[config.mk]
export PLATFORM = sky130hd
export DESIGN_NAME = nfaStringMatcher
export DESIGN_NICKNAME = d
export VERILOG_FILES = /design/src/rtl/nfaMatchPkg.sv /design/src/rtl/nfaMatchCtrl.sv /design/src/rtl/nfaMatchDatapath.sv /design/src/rtl/nfaStringMatcher.sv
export SDC_FILE = /design/constraint.sdc
export NUM_CORES = 1
export LEC_CHECK = 0
export CORE_MARGIN = 2
export CORE_UTILIZATION = 40
export CTS_BUF_LIST = sky130_fd_sc_hd__clkbuf_4 sky130_fd_sc_hd__clkbuf_8
export DETAILED_ROUTE_END_ITERATION = 8
export GPL_TIMING_DRIVEN = 0
export PLACE_DENSITY = 0.77
export SLEW_MARGIN = 20
export SYNTH_ARGS = -nofsm -noshare
export SYNTH_HDL_FRONTEND = slang
export SYNTH_SLANG_ARGS = --single-unit
[constraint.sdc]
create_clock -name clk -period 3.01 [get_ports clk]
set_input_delay 0.301 -clock clk [delete_from_list [all_inputs] [get_ports clk]]
set_output_delay 0.301 -clock clk [all_outputs]
set_load 0.01 [all_outputs]
[src/rtl/nfaMatchPkg.sv]
package nfaMatchPkg;
  localparam int MAX_LANES = 4;

  typedef struct packed {
    logic                 startPkt;
    logic                 endPkt;
    logic [MAX_LANES-1:0] laneEn;
  } ctrlStb_t;
endpackage

[src/rtl/nfaMatchCtrl.sv]
module nfaMatchCtrl
  import nfaMatchPkg::*;
#(
  parameter int LANES = 4,
  localparam int CW = $clog2(LANES + 1)
) (
  input  logic          clk,
  input  logic          rstN,
  input  logic          inValid,
  input  logic          inSop,
  input  logic          inEop,
  input  logic [CW-1:0] inEndCnt,
  output ctrlStb_t      stb,
  output logic          reportStb
);
  logic inPkt;
  logic active;
  logic [CW-1:0] laneCnt;

  assign active  = inValid && (inSop || inPkt);
  assign laneCnt = inEop ? inEndCnt : CW'(LANES);

  always_comb begin
    stb          = '0;
    stb.startPkt = inValid && inSop;
    stb.endPkt   = active && inEop;
    for (int j = 0; j < LANES; j++) begin
      stb.laneEn[j] = active && (CW'(j) < laneCnt);
    end
  end

  always_ff @(posedge clk) begin
    if (!rstN) begin
      inPkt     <= 1'b0;
      reportStb <= 1'b0;
    end else begin
      reportStb <= stb.endPkt;
      if (stb.startPkt && !inEop) inPkt <= 1'b1;
      else if (stb.endPkt)        inPkt <= 1'b0;
    end
  end
endmodule

[src/rtl/nfaMatchDatapath.sv]
module nfaMatchDatapath
  import nfaMatchPkg::*;
#(
  parameter int NUM_PAT   = 4,
  parameter int MAX_LEN   = 3,
  parameter int LANES     = 4,
  parameter int TRUNC_LEN = 0,
  parameter logic [NUM_PAT-1:0][MAX_LEN-1:0][7:0] PATTERNS = '0,
  parameter logic [NUM_PAT-1:0][7:0] PAT_LEN = '0
) (
  input  logic                 clk,
  input  logic                 rstN,
  input  ctrlStb_t             stb,
  input  logic [8*LANES-1:0]   inBytes,
  input  logic [NUM_PAT-1:0]   inEnable,
  output logic [NUM_PAT-1:0]   matchVec
);
  function automatic int effLen(int p);
    int l = int'(PAT_LEN[p]);
    if (TRUNC_LEN > 0 && TRUNC_LEN < l) l = TRUNC_LEN;
    return l;
  endfunction

  // lowest-numbered pattern owning the same prefix state (shared flop)
  function automatic int ownerOf(int p, int k);
    for (int q = 0; q <= p; q++) begin
      if (k < effLen(q) - 1) begin
        logic same = 1'b1;
        for (int i = 0; i <= k; i++)
          if (PATTERNS[q][i] != PATTERNS[p][i]) same = 1'b0;
        if (same) return q;
      end
    end
    return p;
  endfunction

  logic st  [NUM_PAT][MAX_LEN];
  logic act [LANES+1][NUM_PAT][MAX_LEN];
  logic [NUM_PAT-1:0] laneHit [LANES];
  logic [NUM_PAT-1:0] hitNow, sticky, stickyNext, maskReg, effMask;

  for (genvar p = 0; p < NUM_PAT; p++) begin : g_pat
    for (genvar k = 0; k < MAX_LEN; k++) begin : g_pos
      if (k < effLen(p) - 1) begin : g_live
        if (ownerOf(p, k) == p) begin : g_own
          always_ff @(posedge clk) begin
            if (!rstN) st[p][k] <= 1'b0;
            else       st[p][k] <= act[LANES][p][k];
          end
        end else begin : g_shared
          assign st[p][k] = st[ownerOf(p, k)][k];
        end
      end else begin : g_none
        assign st[p][k] = 1'b0;
      end
      assign act[0][p][k] = stb.startPkt ? 1'b0 : st[p][k];
      for (genvar j = 0; j < LANES; j++) begin : g_lane
        logic prev;
        if (k == 0) begin : g_first
          assign prev = 1'b1;
        end else begin : g_next
          assign prev = act[j][p][k-1];
        end
        if (k < effLen(p)) begin : g_step
          assign act[j+1][p][k] = stb.laneEn[j]
            ? (prev && inBytes[8*j +: 8] == PATTERNS[p][k]) : act[j][p][k];
        end else begin : g_off
          assign act[j+1][p][k] = 1'b0;
        end
      end
    end
    for (genvar j = 0; j < LANES; j++) begin : g_hit
      assign laneHit[j][p] = stb.laneEn[j] && act[j+1][p][effLen(p)-1];
    end
  end

  always_comb begin
    hitNow = '0;
    for (int j = 0; j < LANES; j++) hitNow |= laneHit[j];
  end

  assign stickyNext = (stb.startPkt ? '0 : sticky) | hitNow;
  assign effMask    = stb.startPkt ? inEnable : maskReg;

  always_ff @(posedge clk) begin
    if (!rstN) begin
      sticky   <= '0;
      maskReg  <= '0;
      matchVec <= '0;
    end else begin
      sticky  <= stickyNext;
      maskReg <= effMask;
      if (stb.endPkt) matchVec <= stickyNext & effMask;
    end
  end
endmodule

[src/rtl/nfaStringMatcher.sv]
module nfaStringMatcher
  import nfaMatchPkg::*;
#(
  parameter int NUM_PAT   = 4,
  parameter int MAX_LEN   = 3,
  parameter int LANES     = 4,
  parameter int TRUNC_LEN = 0,
  parameter logic [NUM_PAT-1:0][MAX_LEN-1:0][7:0] PATTERNS =
    {{8'h61, 8'h61, 8'h61},   // pattern 3: "aaa"
     {8'h00, 8'h61, 8'h62},   // pattern 2: "ba"
     {8'h64, 8'h62, 8'h61},   // pattern 1: "abd"
     {8'h63, 8'h62, 8'h61}},  // pattern 0: "abc"
  parameter logic [NUM_PAT-1:0][7:0] PAT_LEN = {8'd3, 8'd2, 8'd3, 8'd3},
  localparam int CW = $clog2(LANES + 1)
) (
  input  logic                 clk,
  input  logic                 rstN,
  input  logic                 inValid,
  input  logic                 inSop,
  input  logic                 inEop,
  input  logic [CW-1:0]        inEndCnt,
  input  logic [8*LANES-1:0]   inBytes,
  input  logic [NUM_PAT-1:0]   inEnable,
  output logic [NUM_PAT-1:0]   matchVec,
  output logic                 matchStrobe
);
  ctrlStb_t stb;

  initial begin
    if (LANES < 1 || LANES > MAX_LANES) $error("LANES out of range");
  end

  nfaMatchCtrl #(.LANES(LANES)) u_ctrl (
    .clk(clk), .rstN(rstN), .inValid(inValid), .inSop(inSop),
    .inEop(inEop), .inEndCnt(inEndCnt), .stb(stb), .reportStb(matchStrobe)
  );

  nfaMatchDatapath #(
    .NUM_PAT(NUM_PAT), .MAX_LEN(MAX_LEN), .LANES(LANES),
    .TRUNC_LEN(TRUNC_LEN), .PATTERNS(PATTERNS), .PAT_LEN(PAT_LEN)
  ) u_dp (
    .clk(clk), .rstN(rstN), .stb(stb), .inBytes(inBytes),
    .inEnable(inEnable), .matchVec(matchVec)
  );
endmodule

After elaboration in Yosys (flattened, before gate mapping)
Cells that the tools add are included.
{ "totals": {"ramBits": 0, "memories": 0, "latch_bits": 0, "in_bits": 44, "out_inout_bits": 5, "mem_bits_ro": 0, "register_bits": 18} }
{ "op_classes": {"mul": 0, "n_addsub": 0, "magnitude_cmp": 4, "n_mux": 41, "n_div": 0, "reduce_logical": 51, "shifts": 0, "bitwise": 5, "eq_ne": 16} }
{ "op_table": {"columns": ["cell", "count"], "rows": [
  ["equality test 8 x 7 -> 1 bit, second input constant", 16],
  ["logical AND 1 bit", 48],
  ["2-to-1 mux 1 bit", 38],
  ["OR 4 bit", 4],
  ["2-to-1 mux 4 bit", 2],
  ["less-than comparator 1 x 3 -> 1 bit, first input constant", 2],
  ["less-than comparator 2 x 3 -> 1 bit, first input constant", 2],
  ["AND 4 bit", 1],
  ["2-to-1 mux 3 bit", 1],
  ["nonzero test 2 bit", 1],
  ["logical NOT 1 bit", 1],
  ["logical OR 1 bit", 1]
]} }

Longest topological paths before layout
Gate-level depths: netlist (run 1).
{ "logic_depth": {"word_depth": 13, "ltp_mapped": 7, "mapped_depth_nobuf": 6} }

By module
A second synthesis (run 1) with hierarchy kept.
{ "hier_totals": {"cells_unflattened": 169, "area_unflattened_um2": 1368.8} }
{ "by_module_without_submodules": {"columns": ["mod", "cells_each", "instances", "seq_area_each_um2", "area_each_um2"], "rows": [
  ["nfaMatchDatapath", 151, 1, 320.3, 1238.7],
  ["nfaMatchCtrl", 18, 1, 40.0, 130.1]
]} }

Least setup slack after synthesis (run 1)
No wires, ideal clock.
{ "synth_timing": {"kind": "input to register", "start": "input inEndCnt[2]", "end": "register u_dp.st[1] in the netlist's numbering", "path_slack_ns": 1.211, "setup_ns": 0.115, "required_time_ns": 2.895, "path_stages": 6, "path_buffers": 0, "t_arrival_ns": 1.684, "cell_sequence": "nor4b_2 > nand2b_1 > mux2i_1 > o221a_1 > o2bb2ai_1 > o21a_1"} }
{ "synth_via": {"elab_chain_cells": 8} }
{ "synth_lines": {"columns": ["item", "line_no", "text"], "rows": [
  ["start: declaration", "nfaStringMatcher.sv:21", "input logic [CW-1:0] inEndCnt,"],
  ["2-to-1 mux 3 bit (*)", "nfaMatchCtrl.sv:21", "assign laneCnt = inEop ? inEndCnt : CW'(LANES);"],
  ["less-than comparator 1 x 3 -> 1 bit", "nfaMatchCtrl.sv:28", "stb.laneEn[j] = active && (CW'(j) < laneCnt);"],
  ["logical AND 1 bit", "nfaMatchCtrl.sv:28", null],
  ["2-to-1 mux 1 bit", "nfaMatchDatapath.sv:66", "? (prev && inBytes[8*j +: 8] == PATTERNS[p][k]) : act[j][p][k];"],
  ["logical AND 1 bit or 2-to-1 mux 1 bit (tied branches)", "nfaMatchDatapath.sv:66", null],
  ["2-to-1 mux 1 bit, or another cell as far along", "nfaMatchDatapath.sv:66", null],
  ["2-to-1 mux 1 bit or logical AND 1 bit (tied branches)", "nfaMatchDatapath.sv:66", null],
  ["2-to-1 mux 1 bit (*)", "nfaMatchDatapath.sv:66", null],
  ["end signal: indexed assignment", "nfaMatchDatapath.sv:48", "else st[p][k] <= act[LANES][p][k];"],
  ["end: declaration", "nfaMatchDatapath.sv:37", "logic st [NUM_PAT][MAX_LEN];"]
]} }
Mark *: on every way between the ends. The rest lies on a longest branch, timed or not.
A chain may end at the register's enable or synchronous reset.

Final worst setup path (run 1)
{ "layout_timing": {"start": "input inEop", "end": "register u_dp.matchVec[0]"} }
{ "layout_via": {"elab_chain_cells": 13} }
{ "layout_lines": {"columns": ["item", "line_no", "text"], "rows": [
  ["start: declaration", "nfaStringMatcher.sv:20", "input logic inEop,"],
  ["2-to-1 mux 3 bit", "nfaMatchCtrl.sv:21", null],
  ["less-than comparator 1 x 3 -> 1 bit", "nfaMatchCtrl.sv:28", null],
  ["logical AND 1 bit", "nfaMatchCtrl.sv:28", null],
  ["2-to-1 mux 1 bit", "nfaMatchDatapath.sv:66", null],
  ["logical AND 1 bit or 2-to-1 mux 1 bit (tied branches)", "nfaMatchDatapath.sv:66", null],
  ["2-to-1 mux 1 bit or logical AND 1 bit (tied branches)", "nfaMatchDatapath.sv:66", null],
  ["logical AND 1 bit or 2-to-1 mux 1 bit (tied branches)", "nfaMatchDatapath.sv:66", null],
  ["2-to-1 mux 1 bit or logical AND 1 bit (tied branches)", "nfaMatchDatapath.sv:66", null],
  ["logical AND 1 bit or 2-to-1 mux 1 bit (tied branches)", "nfaMatchDatapath.sv:73, nfaMatchDatapath.sv:66", null],
  ["OR 4 bit or logical AND 1 bit (tied branches)", "nfaMatchDatapath.sv:79, nfaMatchDatapath.sv:73", null],
  ["OR 4 bit", "nfaMatchDatapath.sv:79", "for (int j = 0; j < LANES; j++) hitNow |= laneHit[j];"],
  ["OR 4 bit", "nfaMatchDatapath.sv:82", "assign stickyNext = (stb.startPkt ? '0 : sticky) | hitNow;"],
  ["AND 4 bit", "nfaMatchDatapath.sv:93", "if (stb.endPkt) matchVec <= stickyNext & effMask;"],
  ["end signal: assignment", "nfaMatchDatapath.sv:93", null],
  ["end: declaration", "nfaMatchDatapath.sv:16", "output logic [NUM_PAT-1:0] matchVec"]
]} }
Several ways; a longest one is shown, not always the timed one.

==> results of run 1 <==
[per-layer routing]
metal / vias up / track usage / wire length [microns]
li1: 702 / - / -
met1: 673 / 0.287 / 1730
met2: 47 / 0.424 / 2060
met3: 5 / 0.0311 / 229
met4: 0 / 0.0638 / 45
met5: - / 0 / 0
[critical path, stage by stage]
cell and delay, ns:
clkdlybuf4s50_1 0.58, nor4b_2 0.42, nand2b_1 0.27, mux2i_1 0.38
o211ai_2 0.17, a31oi_1 0.27, o21ai_0 0.11
[Yosys cell counts, drive strengths merged (4+ instances only)]
cell / instances
a21oi: 5
a31oi: 5
a32oi: 4
and2: 4
and3: 4
dfxtp: 18
mux2i: 5
nand2: 13
nand2b: 4
nand3: 7
nand4bb: 4
nor2: 15
nor2b: 7
nor4: 4
o21ai: 9
[power by group]
part	leakage, uW	switching (uW)	internal, uW
combinational	0.000496	55.6	72.2
sequential	0.000146	1.79	242
clock	0.0000210	82.4	74.0
total	0.000662	140	388
[layout make-up]
cell class,instances,area [sq um],share of cell area
flip-flops and latches,18,360,0.188
multi-input cells,132,960,0.501
well taps,46,57.6,0.0301
clock buffers,4,36.3,0.0190
inverters,3,11.3,0.00588
repair buffers,48,480,0.251
plain buffers,2,8.76,0.00458
[logic make-up after synthesis]
| logic type | Yosys count | synth area share |
|---|---|---|
| flip-flops | 18 | 0.269 |
| AND/OR/NAND/NOR | 82 | 0.406 |
| AO/OA/AOI/OAI | 45 | 0.273 |
| multiplexers | 5 | 0.0373 |
| buffers and inverters | 5 | 0.0149 |
[registers in the layout, summed over array words and instances, names as in the netlist]
name and count:
u_dp.sticky 4, u_dp.st 4, u_ctrl.reportStb 1, u_ctrl.inPkt 1
u_dp.matchVec 4, u_dp.maskReg 4
[metrics by stage]
stage,util,instances,hold WS [ns]
after floorplan,-,155,0.454
after global placement,0.572,249,0.446
after detailed placement,0.572,249,0.458
after CTS,0.583,253,0.482
after global routing,0.583,253,0.505
final,0.583,253,0.478
[how the worst max path moves through the flow]
stage,endpoint,depth (start not counted),startpoint
2_1_floorplan,u_dp.st[1],6,inEndCnt[2]
3_3_place_gp,u_dp.sticky[0],7,inEop
3_5_place_dp,u_dp.matchVec[0],7,inEop
4_1_cts,u_dp.matchVec[0],7,inEop
5_1_grt,u_dp.matchVec[0],7,inEop
6_report,u_dp.matchVec[0],7,inEop
==> out/summary.txt, run 1 <==
RSZ-0062 raised after global routing -> false
status -> finished, final reports clean
initial core utilization -> 0.408
DR WL/cell -> 16.0 microns
first-pass GRT wire length -> 6420 microns
Post-synth EDFFs -> 0
antenna violations before repair -> 0
peak supply drop -> 0.298 mV
Final Setup Violations -> 0
Final Cell Area -> 0.00191 sq mm
Placed Instance Area -> 0.00188 sq mm
CTS tree -> built
Fmax -> 435 MHz
GR Overflow Total -> 0
total of max-cap violations -> 0
ys async rst share -> 0
final hold vios -> 0
Final Max Slew Viols -> 0
crit path time final -> 2.30 ns
Clock transition at path regs -> 0.11 ns
Core ar. -> 0.00328 sq mm
Least-Margin Pin Slew -> 0.602 ns
clock root cell -> clkbuf_4
distinct cell type count after synthesis -> 54
CP Max Fanout -> 6
DRT iter0 DRCs -> 96
PortBufs -> 48
period utilization -> 0.764
DRT Wirelength -> 4060 microns
I/O pin count -> 49
Post-CTS Repair Setup Buffers -> 0
RR Startpoint -> u_ctrl.inPkt
worst hold path depth -> 2
Yosys Warn Count -> 0
crit end category -> register
ANT nets after route -> 0
Synth-to-Final Area Change -> 42.9%
final RePlAce weighted congestion -> 0.904
vias in the first global route -> 1,399
dominant synthesized flop cell -> dfxtp_1
Reg2Reg Depth -> 6
synthesized net count -> 199
Rows -> 21
die area -> 0.00383 sq mm
leakage -> 0.000662 uW
register area share after synthesis -> 0.269
Mean Syn Cell Area -> 8.65 sq um
slew margin rel. -> 0.595
H-tree depth -> 1
Syn Inst Count -> 155
HPWL Detailed -> 3250 microns
Fillers -> 302
worst slack, placed -> 0.379 ns
highest-count cells in the layout ignoring fill and taps -> clkdlybuf4s50_1, dfxtp_1, nor2_1
PnR worst setup slack -> 0.710 ns
area leader, netlist -> dfxtp_1
CP required -> 3.21 ns
Setup Skew -> 0.00497 ns
ranking of synthesized cells by area -> dfxtp_1, nor2_1, mux2i_1
largest net degree at the start of global routing -> 11
CTS sink count -> 18
Post-CTS Hold Buffers -> 0
overall power -> 528 uW
PwrDens -> 276 mW/mm^2
Total GRT Usage -> 0.233
Setup CP Type -> in2reg
Hold Path Class -> reg2reg
Yosys top cell area share -> 0.269
commonest non-fill, non-tap cell in the layout -> clkdlybuf4s50_1
routed vias/inst -> 5.64
Fin Setup TNS -> 0 ns
Max Buffers Root-to-Sink -> 2
#FFs+latches synth -> 18
reg2reg end -> u_dp.matchVec[2]
Detailed Routing Iterations Pass 1 -> 4
number of diodes -> 0
die span in x -> 61.9 microns
crit start category -> input pin
Post-Syn Area -> 0.00134 sq mm
sink of the worst hold path -> u_dp.matchVec[2]
Final nets -> 252
worst skew pair latency -> 0.31 ns
vias after detailed routing -> 1,427
R2R setup slack -> 1.03 ns
Remaining DRCs -> 0
Num CTS Buffers -> 3
ratio of cells with drive above 1 in the final layout -> 0.0966
Worst Path Arrival -> 2.50 ns
die height -> 61.9 microns
min-delay src -> u_dp.matchVec[2]
cts repair resizes -> 0
No activity file was read; power rests on OpenSTA's default activity.
==> run 2: changes to the inputs <==
- clock period: 3.01 -> 2.14 ns (I/O delays scaled with it)
==> run 2 against run 1 <==
Clock-buffer cell count stayed put. Combinational power grew 45%. Clock power rose by 40%. Via count up 0.84%. Setup slack lost 0.61 ns. Clock skew decreased by 0.0013 ns. Sequential share of layout area fell by 0.64 points. Design area is 3.5% higher. Power is 42% higher. Hold slack got worse by 0.11 ns. Global-route usage hardly changed. Largest cell class unchanged.
==> out/summary.txt, run 2 (synthesis results as in run 1) <==
crit path time final -> 2.04 ns
CP required -> 2.37 ns
antenna violations before repair -> 0
crit-path cells -> clkdlybuf4s50_1 > and2b_2 > a2111oi_4 > buf_4 > a31oi_1 > o32ai_2 > a21oi_1 > o31ai_2
worst skew pair latency -> 0.31 ns
vias after detailed routing -> 1,439
H-tree depth -> 1
PnR worst setup slack -> 0.0964 ns
HPWL Detailed -> 3250 microns
Post-CTS Hold Buffers -> 0
ANT nets after route -> 0
Fillers -> 305
Worst Path Arrival -> 2.28 ns
Hold Worst Slack -> 0.364 ns
die span in x -> 61.9 microns
GRT Max-Usage Layer -> met2
Least-Margin Pin Slew -> 0.600 ns
CP peak stage delay -> 0.55 ns
ratio of cells with drive above 1 in the final layout -> 0.138
vias in the first global route -> 1,399
crit end category -> register
slew margin rel. -> 0.597
overall power -> 748 uW
CP Max Fanout -> 5
met2 Use GR -> 0.426
first-pass GRT wire length -> 6420 microns
clock root cell -> clkbuf_4
Setup CP Type -> in2reg
Buf/Inv on CP -> 2
Clock transition at path regs -> 0.11 ns
DR WL/cell -> 16.2 microns
Remaining DRCs -> 0
Rows -> 21
highest-count cells in the layout ignoring fill and taps -> clkdlybuf4s50_1, dfxtp_1, nor2_1
initial core utilization -> 0.408
Final Max Slew Viols -> 0
Total GRT Usage -> 0.234
grt met1 use -> 0.287
status -> finished, final reports clean
worst slack, placed -> -0.404 ns
CTS tree -> built
DRT Wirelength -> 4150 microns
GR Overflow Total -> 0
crit start category -> input pin
Fmax -> 489 MHz
routed vias/inst -> 5.62
final RePlAce weighted congestion -> 0.904
die height -> 61.9 microns
Core ar. -> 0.00328 sq mm
period utilization -> 0.955
Setup Skew -> 0.00367 ns
global routing met3 resource utilization -> 0.0311
Synth-to-Final Area Change -> 47.9%
total of max-cap violations -> 0
dpl cells -> 249
commonest non-fill, non-tap cell in the layout -> clkdlybuf4s50_1
die area -> 0.00383 sq mm
Num CTS Buffers -> 3
PortBufs -> 48
Max Buffers Root-to-Sink -> 2
CP top delay family -> compound AO/OA/AOI/OAI gates
crit path max-delay cell type -> clkdlybuf4s50_1
post-route insts no fill -> 256
CTS sink count -> 18
peak supply drop -> 0.416 mV
I/O pin count -> 49
DRT iter0 DRCs -> 106
Final nets -> 255
Final Setup Violations -> 0
PwrDens -> 377 mW/mm^2
leakage -> 0.000700 uW
largest net degree at the start of global routing -> 11
Hold Path Class -> in2reg
Detailed Routing Iterations Pass 1 -> 4
number of diodes -> 0
final hold vios -> 0
-- run 2: worst register-to-register path, cell delays in order (launching register included) --
cell and delay [ns]:
dfxtp_1 0.42, o21a_1 0.29, nand2b_2 0.14, a32oi_1 0.34, o221ai_1 0.18, a211oi_1 0.37, o31ai_2 0.09
-- run 2: area by class of cell --
cell class	count	area [sq um]	share of cell area
Buffer	2	8.76	0.00442
Clock buffer	4	36.3	0.0183
Multi-Input combinational cell	132	1000	0.506
Sequential cell	18	360	0.182
Inverter	3	11.3	0.00568
Tap cell	46	57.6	0.0290
Timing Repair Buffer	51	505	0.255
-- run 2: layer usage --
metal  share of wire  routed length [microns]
met2            0.51                     2120
met1            0.43                     1780
met3           0.050                      206
met4           0.011                       45
met5               0                        0
-- run 2: power by group --
group | switching, uW | internal [uW]
registers | 2.50 | 340
clock network | 115 | 104
logic | 81.9 | 104
total | 199 | 548
-- run 2: path summary, 6_finish.rpt --
kind	start	to	slack, ns	cells past startpoint
max	inEndCnt[2]	u_dp.matchVec[3]	0.1	8
min	inEop	u_ctrl.inPkt	0.36	3
max reg2reg	u_ctrl.inPkt	u_dp.matchVec[2]	0.19	6
min reg2reg	u_dp.matchVec[2]	u_dp.matchVec[2]	0.48	2
-- run 2: per-stage QoR --
stage	TNS, ns	util	instance area, sq um
after floorplan	0	-	1340
after global placement	-4.11	0.572	1880
after detailed placement	-3.79	0.572	1880
after CTS	0	0.587	1930
after global routing	-0.0191	0.603	1980
final	0	0.603	1980
-- run 2: what timing repair did --
item,in CTS,in global routing
endpoints found under the setup margin,6,9
buffers inserted,0,3
pin swaps,0,4
resized for setup,2,7
==> run 3: changes to the inputs <==
- SYNTH_HIERARCHICAL: not set -> 1
==> run 3 against run 2 <==
Final cell count grew 7.0%. First-iteration DRC count shrank 53%. Global-route usage shrank 4.3 points. Utilization grew 2.3 points. Clock skew grew 0.0062 ns. Design area grew 4.6%. Area after synthesis grew 2.1%. Largest power group unchanged. Highest routed layer is now met3.
==> out/summary.txt, run 3 <==
CP required -> 2.32 ns
Syn Inst Count -> 169
Least-Margin Pin Slew -> 0.514 ns
Worst Path Arrival -> 2.23 ns
#FFs+latches synth -> 18
status -> finished, final reports clean
antenna violations before repair -> 0
GRT Max-Usage Layer -> met2
HPWL Detailed -> 2920 microns
crit path max-delay cell type -> clkdlybuf4s50_1
CP Max Fanout -> 7
clock root cell -> clkbuf_4
PwrDens -> 357 mW/mm^2
Mean Syn Cell Area -> 8.10 sq um
Synth-to-Final Area Change -> 51.5%
commonest non-fill, non-tap cell in the layout -> clkdlybuf4s50_1
Setup CP Type -> in2reg
Post-synth EDFFs -> 0
DRT iter0 DRCs -> 50
CP peak stage delay -> 0.50 ns
register area -> 360 sq um
Core ar. -> 0.00331 sq mm
Clock transition at path regs -> 0.10 ns
number of diodes -> 0
Hold Path Class -> reg2reg
final RePlAce weighted congestion -> 0.845
commonest cells in the netlist -> dfxtp_1, nor2_1, nand2_1, nor2b_1, o31ai_1
Final Max Slew Viols -> 0
H-tree depth -> 1
register area share after synthesis -> 0.263
initial core utilization -> 0.413
dpl cells -> 263
distinct cell type count after synthesis -> 44
Buf/Inv on CP -> 3
met2 Use GR -> 0.321
post-synthesis simple-gate area fraction -> 0.395
final hold vios -> 0
post-route insts no fill -> 274
total of max-cap violations -> 0
footprint of the multi-input gates -> 0.00103 sq mm
Max Buffers Root-to-Sink -> 2
Total GRT Usage -> 0.190
compound-gate portion of the synthesized area -> 0.275
die height -> 62.5 microns
largest family of logic cells by synthesized area -> simple AND/OR/NAND/NOR gates
synthesized net count -> 213
highest-count cells in the layout ignoring fill and taps -> clkdlybuf4s50_1, dfxtp_1, nor2_1
ys async rst share -> 0
DR WL/cell -> 13.5 microns
leakage -> 0.000699 uW
RSZ-0062 raised after global routing -> true
Detailed Routing Iterations Pass 1 -> 4
largest net degree at the start of global routing -> 11
crit start category -> input pin
Num CTS Buffers -> 3
Setup Skew -> 0.00990 ns
ranking of synthesized cells by area -> dfxtp_1, nor2_1, o31ai_1
Remaining DRCs -> 0
Yosys Warn Count -> 6
crit-path cells -> clkdlybuf4s50_1 > and2b_2 > a21oi_2 > and2_1 > clkbuf_4 > a31oi_4 > nor4_4 > buf_4 > o31ai_1 > o211ai_1
GR Overflow Total -> 0
Post-Syn Area -> 0.00137 sq mm
die area -> 0.00391 sq mm
vias in the first global route -> 1,379
Fmax -> 487 MHz
Post-Synth Adder-Cell Area -> 0
area leader, netlist -> dfxtp_1
Final nets -> 273
ANT nets after route -> 0
ratio of cells with drive above 1 in the final layout -> 0.158
CTS tree -> built
CP top delay family -> buffers and inverters
slew margin rel. -> 0.655
XOR/XNOR Fraction of Synth Area -> 0
cell with the most instances after synthesis -> dfxtp_1
dominant synthesized flop cell -> dfxtp_1
global routing met3 resource utilization -> 0.0450
Hold Worst Slack -> 0.482 ns
worst skew pair latency -> 0.30 ns
period utilization -> 0.959
multiplexer area fraction after synthesis -> 0.0311
first-pass GRT wire length -> 6150 microns
Final Setup Violations -> 0
Fin Setup TNS -> 0 ns
CTS sink count -> 18
vias after detailed routing -> 1,518
crit end category -> register
Yosys top cell area share -> 0.263
I/O pin count -> 49
PortBufs -> 48
grt met1 use -> 0.254
crit path time final -> 2.05 ns
routed vias/inst -> 5.54
Rows -> 21
peak supply drop -> 0.264 mV
die span in x -> 62.5 microns
Fillers -> 294
DRT Wirelength -> 3710 microns
-- run 3: stage by stage --
step | util | cell area [sq um] | total power, uW | setup WS (ns)
global placement | 0.576 | 1910 | 522 | -0.375
floorplan | - | 1370 | 416 | 0.366
detailed placement | 0.576 | 1910 | 525 | -0.389
CTS | 0.594 | 1970 | 734 | 0.00387
finish | 0.626 | 2070 | 740 | 0.0878
global route | 0.626 | 2070 | 772 | -0.0210
-- run 3: metal layers --
metal  share of wire  up-vias  wire (microns)
li1                -      769               -
met1            0.47      705            1740
met2            0.48       44            1790
met3           0.052        0             192
met4               0        0               0
met5               0        -               0
-- run 3: tightest hold or removal path, cell delays in order (launching register included) --
cell,delay [ns]
dfxtp_1,0.34
nand2_1,0.05
o21ai_0,0.07
-- run 3: layout make-up --
cell class / count / area share
inverters: 6 / 0.0109
multi-input cells: 140 / 0.497
well taps: 46 / 0.0278
flip-flops and latches: 18 / 0.174
plain buffers: 5 / 0.0163
repair buffers: 55 / 0.257
clock buffers: 4 / 0.0175
-- run 3: what timing repair did --
item / 4_1_cts / 5_1_grt
endpoints found under the hold margin: 0 / 0
hold buffers: 0 / 0
buffers inserted: 0 / 7
pin swaps: 0 / 9
gates resized for setup: 4 / 11
endpoints found under the setup margin: 9 / 11
cloned: 0 / 0
-- run 3: path summary, 6_finish.rpt --
check,from,endpoint,slack [ns],cells past startpoint
max,inEop,u_dp/matchVec[0],0.09,10
min,u_dp/matchVec[2],u_dp/matchVec[2],0.48,2
max reg2reg,u_ctrl/inPkt,u_dp/matchVec[0],0.21,9
min reg2reg,u_dp/matchVec[2],u_dp/matchVec[2],0.48,2
-- run 3: power by group --
group / switching, uW / total, uW / internal [uW]
logic: 80.1 / 192 / 112
clock network: 102 / 206 / 104
registers: 2.08 / 342 / 340
total: 184 / 740 / 556
-- run 3: kinds of logic (layout without fill, tap and decap cells) --
| kind of cell | Yosys count | after routing |
|---|---|---|
| buffers and inverters | 11 | 70 |
| DFF | 18 | 18 |
| and+or+nand+nor | 85 | 85 |
| muxes | 4 | 4 |
| AOI/OAI and AO/OA | 51 | 51 |
